===== src/rtl/gpio_regs_pkg.sv =====
package gpio_regs_pkg;

    localparam int NBANK  = 4;
    localparam int BANK_W = $clog2(NBANK);

    typedef enum logic [3:0] {
        K_NONE, K_LEVEL, K_DIR, K_SET, K_CLR, K_RISE, K_FALL, K_STAT, K_AFL, K_AFH
    } kind_e;

    typedef struct packed {
        kind_e             kind;
        logic [BANK_W-1:0] bank;
    } dec_t;

    typedef enum logic [2:0] {
        ST_IDLE, ST_RD_OK, ST_RD_LEVEL, ST_RD_BAD, ST_WR_OK, ST_WR_BAD
    } st_e;

    // Register group order inside a window; the group index is word/3.
    function automatic kind_e group_kind(input logic [5:0] g);
        case (g)
            6'd0:    return K_LEVEL;
            6'd1:    return K_DIR;
            6'd2:    return K_SET;
            6'd3:    return K_CLR;
            6'd4:    return K_RISE;
            6'd5:    return K_FALL;
            6'd6:    return K_STAT;
            default: return K_NONE;
        endcase
    endfunction

    // Decodes a 9-bit byte offset inside the register window.
    function automatic dec_t decode(input logic [8:0] off);
        dec_t       d;
        logic [5:0] w;
        w      = off[7:2];
        d.kind = K_NONE;
        d.bank = '0;
        if (off[1:0] == 2'b00) begin
            if (!off[8]) begin
                if (w < 6'd21) begin
                    d.kind = group_kind(w / 6'd3);
                    d.bank = BANK_W'(w % 6'd3);
                end else if (w <= 6'd28) begin
                    d.kind = w[0] ? K_AFL : K_AFH;
                    d.bank = BANK_W'((w - 6'd21) >> 1);
                end
            end else if ((w % 6'd3) == 6'd0 && w <= 6'd18) begin
                d.kind = group_kind(w / 6'd3);
                d.bank = BANK_W'(NBANK - 1);
            end
        end
        return d;
    endfunction

endpackage


===== src/rtl/gpio_addr_decode.sv =====
module gpio_addr_decode
    import gpio_regs_pkg::*;
#(
    parameter int ADDR_W = 12
) (
    input  logic [ADDR_W-1:0] addr,
    output kind_e             kind,
    output logic [BANK_W-1:0] bank,
    output logic              in_range,
    output logic              unmapped
);
    dec_t dec;

    always_comb begin
        in_range = (addr >> 9) == '0;
        dec      = decode(addr[8:0]);
        kind     = in_range ? dec.kind : K_NONE;
        bank     = dec.bank;
        unmapped = in_range && (dec.kind == K_NONE);
    end
endmodule


===== src/rtl/gpio_bus_fsm.sv =====
module gpio_bus_fsm
    import gpio_regs_pkg::*;
(
    input  logic clk,
    input  logic rst_n,
    input  logic wr,
    input  logic rd,
    input  logic is_level,
    input  logic is_bad,
    output logic rvalid,
    output logic lvl_pulse,
    output logic bad_pulse
);
    st_e state, state_nx;

    always_comb begin
        if (wr)
            state_nx = is_bad ? ST_WR_BAD : ST_WR_OK;
        else if (rd && is_bad)
            state_nx = ST_RD_BAD;
        else if (rd && is_level)
            state_nx = ST_RD_LEVEL;
        else if (rd)
            state_nx = ST_RD_OK;
        else
            state_nx = ST_IDLE;
    end

    always_ff @(posedge clk or negedge rst_n) begin
        if (!rst_n) state <= ST_IDLE;
        else        state <= state_nx;
    end

    always_comb begin
        rvalid    = 1'b0;
        lvl_pulse = 1'b0;
        bad_pulse = 1'b0;
        unique case (state)
            ST_IDLE, ST_WR_OK: ;
            ST_RD_OK:    rvalid = 1'b1;
            ST_RD_LEVEL: begin rvalid = 1'b1; lvl_pulse = 1'b1; end
            ST_RD_BAD:   begin rvalid = 1'b1; bad_pulse = 1'b1; end
            ST_WR_BAD:   bad_pulse = 1'b1;
        endcase
    end
endmodule


===== src/rtl/gpio_bank.sv =====
module gpio_bank
    import gpio_regs_pkg::*;
#(
    parameter int          DATA_W  = 32,
    parameter logic [31:0] CLR_VAL = 32'h0000_7A69
) (
    input  logic              clk,
    input  logic              rst_n,
    input  logic              we,
    input  kind_e             kind,
    input  logic [DATA_W-1:0] wdata,
    input  logic [DATA_W-1:0] pads,
    output logic [DATA_W-1:0] rd_word,
    output logic [DATA_W-1:0] drive,
    output logic [DATA_W-1:0] oe,
    output logic [DATA_W-1:0] rise,
    output logic [DATA_W-1:0] fall
);
    logic [DATA_W-1:0] dir_q, lat_q, set_q, rise_q, fall_q, afl_q, afh_q;

    always_ff @(posedge clk or negedge rst_n) begin
        if (!rst_n) begin
            dir_q  <= '0;
            lat_q  <= '0;
            set_q  <= '0;
            rise_q <= '0;
            fall_q <= '0;
            afl_q  <= '0;
            afh_q  <= '0;
        end else if (we) begin
            case (kind)
                K_DIR:  dir_q  <= wdata;
                K_SET:  begin lat_q <= lat_q | wdata; set_q <= wdata; end
                K_CLR:  lat_q  <= lat_q & ~wdata;
                K_RISE: rise_q <= wdata;
                K_FALL: fall_q <= wdata;
                K_AFL:  afl_q  <= wdata;
                K_AFH:  afh_q  <= wdata;
                default: ;
            endcase
        end
    end

    always_comb begin
        case (kind)
            K_LEVEL: rd_word = (lat_q & dir_q) | (pads & ~dir_q);
            K_DIR:   rd_word = dir_q;
            K_SET:   rd_word = set_q;
            K_CLR:   rd_word = DATA_W'(CLR_VAL);
            K_RISE:  rd_word = rise_q;
            K_FALL:  rd_word = fall_q;
            K_AFL:   rd_word = afl_q;
            K_AFH:   rd_word = afh_q;
            default: rd_word = '0;
        endcase
    end

    assign drive = lat_q & dir_q;
    assign oe    = dir_q;
    assign rise  = rise_q;
    assign fall  = fall_q;
endmodule


===== src/rtl/gpio_bank_regs.sv =====
module gpio_bank_regs
    import gpio_regs_pkg::*;
#(
    parameter int          ADDR_W     = 12,
    parameter int          DATA_W     = 32,
    parameter logic [31:0] CLR_RD_VAL = 32'h0000_7A69,
    localparam int         PINS       = NBANK * DATA_W
) (
    input  logic              clk,
    input  logic              rst_n,
    input  logic [ADDR_W-1:0] bus_addr,
    input  logic              bus_wr,
    input  logic              bus_rd,
    input  logic [DATA_W-1:0] bus_wdata,
    output logic [DATA_W-1:0] bus_rdata,
    output logic              bus_rvalid,
    output logic              lvl_rd_pulse,
    output logic              bad_addr_pulse,
    input  logic [PINS-1:0]   pin_in,
    output logic [PINS-1:0]   pin_drive,
    output logic [PINS-1:0]   pin_oe,
    output logic [PINS-1:0]   rise_en,
    output logic [PINS-1:0]   fall_en,
    output logic [BANK_W-1:0] edge_sel,
    input  logic [DATA_W-1:0] edge_word,
    output logic              edge_clr,
    output logic [DATA_W-1:0] edge_clr_mask
);
    kind_e             kind;
    logic [BANK_W-1:0] bank;
    logic              in_range, unmapped;
    logic [DATA_W-1:0] bank_rd [NBANK];
    logic [DATA_W-1:0] rd_next, rdata_q;

    gpio_addr_decode #(.ADDR_W(ADDR_W)) u_dec (
        .addr(bus_addr), .kind(kind), .bank(bank),
        .in_range(in_range), .unmapped(unmapped)
    );

    gpio_bus_fsm u_fsm (
        .clk(clk), .rst_n(rst_n), .wr(bus_wr), .rd(bus_rd),
        .is_level(kind == K_LEVEL), .is_bad(unmapped),
        .rvalid(bus_rvalid), .lvl_pulse(lvl_rd_pulse), .bad_pulse(bad_addr_pulse)
    );

    for (genvar b = 0; b < NBANK; b++) begin : g_bank
        gpio_bank #(.DATA_W(DATA_W), .CLR_VAL(CLR_RD_VAL)) u_bank (
            .clk(clk), .rst_n(rst_n),
            .we(bus_wr && bank == BANK_W'(b)),
            .kind(kind), .wdata(bus_wdata),
            .pads(pin_in[b*DATA_W +: DATA_W]),
            .rd_word(bank_rd[b]),
            .drive(pin_drive[b*DATA_W +: DATA_W]),
            .oe(pin_oe[b*DATA_W +: DATA_W]),
            .rise(rise_en[b*DATA_W +: DATA_W]),
            .fall(fall_en[b*DATA_W +: DATA_W])
        );
    end

    always_comb begin
        if (kind == K_NONE)      rd_next = '0;
        else if (kind == K_STAT) rd_next = edge_word;
        else                     rd_next = bank_rd[bank];
    end

    always_ff @(posedge clk or negedge rst_n) begin
        if (!rst_n)                 rdata_q <= '0;
        else if (bus_rd && !bus_wr) rdata_q <= rd_next;
    end

    assign bus_rdata     = rdata_q;
    assign edge_sel      = bank;
    assign edge_clr      = bus_wr && (kind == K_STAT);
    assign edge_clr_mask = bus_wdata;
endmodule


===== config.mk =====
export PLATFORM = sky130hd
export DESIGN_NAME = gpio_bank_regs
export DESIGN_NICKNAME = d
export VERILOG_FILES = /design/src/rtl/gpio_regs_pkg.sv /design/src/rtl/gpio_addr_decode.sv /design/src/rtl/gpio_bus_fsm.sv /design/src/rtl/gpio_bank.sv /design/src/rtl/gpio_bank_regs.sv
export SDC_FILE = /design/constraint.sdc
export NUM_CORES = 2
export LEC_CHECK = 0
export ABC_CLOCK_PERIOD_IN_PS = 6900
export BUFFER_PORTS_ARGS = -buffer_cell sky130_fd_sc_hd__buf_2
export CORE_ASPECT_RATIO = 1.5
export CORE_MARGIN = 4
export CORE_UTILIZATION = 40
export CTS_CLUSTER_DIAMETER = 100
export DETAILED_ROUTE_END_ITERATION = 7
export PLACE_DENSITY = 0.58
export RECOVER_POWER = 25
export SLEW_MARGIN = 20
export SYNTH_ARGS = -nofsm -noshare
export SYNTH_HDL_FRONTEND = slang
export SYNTH_HIERARCHICAL = 1
export SYNTH_SLANG_ARGS = --single-unit

===== constraint.sdc =====
create_clock -name clk -period 6.9 [get_ports clk]
set_input_delay 0.345 -clock clk [delete_from_list [all_inputs] [get_ports clk]]
set_output_delay 0.345 -clock clk [all_outputs]
set_load 0.01 [all_outputs]

==> impl_metrics.tcl <==
set metrics [dict create \
    status "finished, violations left" \
    violations "max-capacitance violations, max-slew violations" \
    fill_cells 11180 \
    synthArstFlopShare 1.000 \
    intPower_mw 8.763 \
    powerDensity_nw_per_um2 202.2 \
    fp-row-count 156 \
    dp_hpwl_um 135800 \
    syn_inst 3931 \
    grt_pass1_vias 37090 \
    min_period_ps 5917 \
    tns_ps 0 \
    drc 0 \
    grt.total_usage 0.2834 \
    drt_iter0_drc 2856 \
    wl_um 186200 \
    nNetsFinal 4858 \
    vias 37010 \
    max_freq_ghz 0.1690 \
    worstSkewPairLatency_ps 690 \
    worst_setup_path_end_kind "flop" \
    cts_buffer_depth 3 \
    r2r_slack_ps 4230 \
    final_common_cell "dfrtp_1" \
    post-route-period-util 0.8575 \
    clock-sinks 931 \
    post_drt_wl_per_cell_um 29.54 \
    finalSetupViolCount 0 \
    core_um2 120400 \
    worstPathMaxFanout 41 \
    hold_class "in2reg" \
    worstHoldStart "edge_word[1]" \
    grt_pass1_wl_um 268200 \
    area_growth_pct 17.56 \
    whs_path_depth 2 \
    num_io_pins 790 \
    holdPathEnd "bus_rdata[1]$_DFFE_PN0P_" \
    rr_endpoint "bus_rdata[13]$_DFFE_PN0P_" \
    crit_required_ps 7520 \
    port_buffers 789 \
    crit_type "in2reg" \
    synth_area_per_cell_um2 12.33 \
    die_area_um2 126900 \
    clock_skew_ps 19.88 \
    die_y_um 434.3 \
    max-slew-margin-rel -2.657 \
    clockPowerShare 0.471 \
    worst-endpoint-arrival_ps 6540 \
    synth_seq_area_share 0.4808 \
    p_sw_mw 2.757 \
    worst_ir_drop_vdd_mv 0.1714 \
    yosysWarnings 6 \
    synth_ff_type "dfrtp_1" \
    final_util 0.4730 \
    synth-seq-cells 931 \
    antenna_found_initial 8 \
    syn-num-nets 4144 \
    cts-buffers-inserted 94 \
    cp-start-kind "input port" \
    pwr-share-seq 0.476 \
    rsz0062_at_grt "false" \
    grt_max_degree 170 \
    maxCapViolCount 33 \
    first_pass_iters 7 \
    place_congestion 0.8870 \
    clk_pin_slew_ps 70 \
    netlist_area_um2 48460 \
    synth_edf_count 0 \
    swShare 0.2394 \
    p_comb_frac 0.054 \
    maxSlewViolCount 1186 \
    leakage_nw 27.08 \
    r2r-start "g_bank[3].u_bank/oe[13]$_DFFE_PN0P_" \
    cts-htree-levels 3 \
    ant_nets 0 \
    start_util 0.4024 \
    r2r_cells 5 \
    worstMarginPinSlew_ps 5485 \
    cts-root-buf "clkbuf_16" \
    die_x_um 292.2 \
    finalHoldViolations 0 \
    post_cts_buffers 0 \
    layout_common_cells "dfrtp_1 (931), mux2_2 (680), clkbuf_1 (438)" \
    vias_per_cell 5.870 \
    synth_cell_types 76 \
    cts_tree "done" \
    overflow 0 \
    drive_above_1_share 0.3285 \
]
power groups by stage:
stage	Clock [mW]	Combinational, mW	Sequential (mW)
4_1_cts	5.54	0.627	5.48
3_5_place_dp	0	0.609	5.58
6_report	5.42	0.619	5.48
3_3_place_gp	0	0.609	5.58
5_1_grt	5.73	0.671	5.48
2_1_floorplan	0	0.201	5.58
final cells by class:
cell class                      instances  area, um^2  share of cell area
Antenna cell                            2       5.005          0.00008786
Tap cell                             1580        1977             0.03470
Clock inverter                         41       451.7            0.007929
Timing Repair Buffer                  933        4778             0.08388
Clock buffer                          132        2780             0.04880
Inverter                              139       521.8            0.009159
Sequential cell                       931       23300              0.4090
Multi-Input combinational cell       2546       23150              0.4065
per-stage QoR:
stage / worst slack (ps) / total power [mW] / cells / cell area, um^2 / hold WS [ps]
floorplan: 851.6 / 5.783 / 3931 / 48460 / 49.41
global placement: 520.8 / 6.190 / 6095 / 53930 / 474.3
detailed placement: 432.9 / 6.190 / 6095 / 53930 / 478.5
CTS: 1210 / 11.64 / 6302 / 57500 / 3.075
global route: 418.6 / 11.88 / 6303 / 56960 / 19.99
finish: 983.1 / 11.52 / 6304 / 56970 / 52.30
metal layers:
layer | wire [um] | vias up | global-route usage
li1 | - | 16100 | -
met1 | 77120 | 19300 | 0.3655
met2 | 91270 | 1313 | 0.4819
met3 | 10960 | 288 | 0.04966
met4 | 6821 | 6 | 0.09729
met5 | 41 | - | 0
repair_timing:
item,4_1_cts,5_1_grt
resized for setup,0,0
hold endpoints to repair,121,0
hold buffers,34,0
setup endpoints to repair,0,0
synthesized netlist by cell type, drive strengths merged, types with 31 or more instances:
cell,number,area (um^2)
a22oi,216,1622
inv,139,521.8
nand4,31,193.9
a221o,33,330.3
buf,205,1333
dfrtp,931,23300
o21ai,221,1106
o22a,94,823.3
mux4,32,739.5
and2,163,1020
mux2,801,9474
nor2b,150,938.4
and3b,118,1033
mux2i,193,1932
o221ai,65,569.3
clkbuf,110,417.9
a31oi,135,865.8
critical path, cell delays in order:
cell and delay (ps):
buf_2 340, xor2_1 240, nor2_1 60, a211oi_1 310, a21oi_1 100, ha_1 230, a211oi_2 260, nand3_1 160
and2_1 220, ha_1 250, or3_4 440, mux2_4 230, a31oi_2 130, nor3_2 550, buf_12 280, buf_12 260
nor3b_1 810, o21ai_0 470, nand4_1 320, mux4_2 330, a221o_1 150
worst max path at each step:
stage                startpoint                                    end  slack, ps  cells past startpoint
CTS                 bus_addr[7]               bus_rdata[0]$_DFFE_PN0P_       1210                     21
finish              bus_addr[6]               bus_rdata[0]$_DFFE_PN0P_        980                     21
floorplan           bus_addr[2]              bus_rdata[13]$_DFFE_PN0P_        850                     13
global placement    bus_addr[6]               bus_rdata[0]$_DFFE_PN0P_        520                     21
global route              rst_n  g_bank[1].u_bank/set_q[0]$_DFFE_PN0P_        420                      2
detailed placement  bus_addr[6]               bus_rdata[0]$_DFFE_PN0P_        430                     21
logic make-up after synthesis:
| kind of cell | after synthesis | share of synthesized area |
|---|---|---|
| adders and majority gates | 5 | 0.001291 |
| DFF | 931 | 0.4808 |
| buffers and inverters | 454 | 0.04689 |
| AOI/OAI and AO/OA | 855 | 0.1234 |
| and+or+nand+nor | 652 | 0.09551 |
| muxes | 1026 | 0.2506 |
| xor gates and xnor gates | 8 | 0.001446 |
Note: power is estimated with default switching activity, not from simulation.
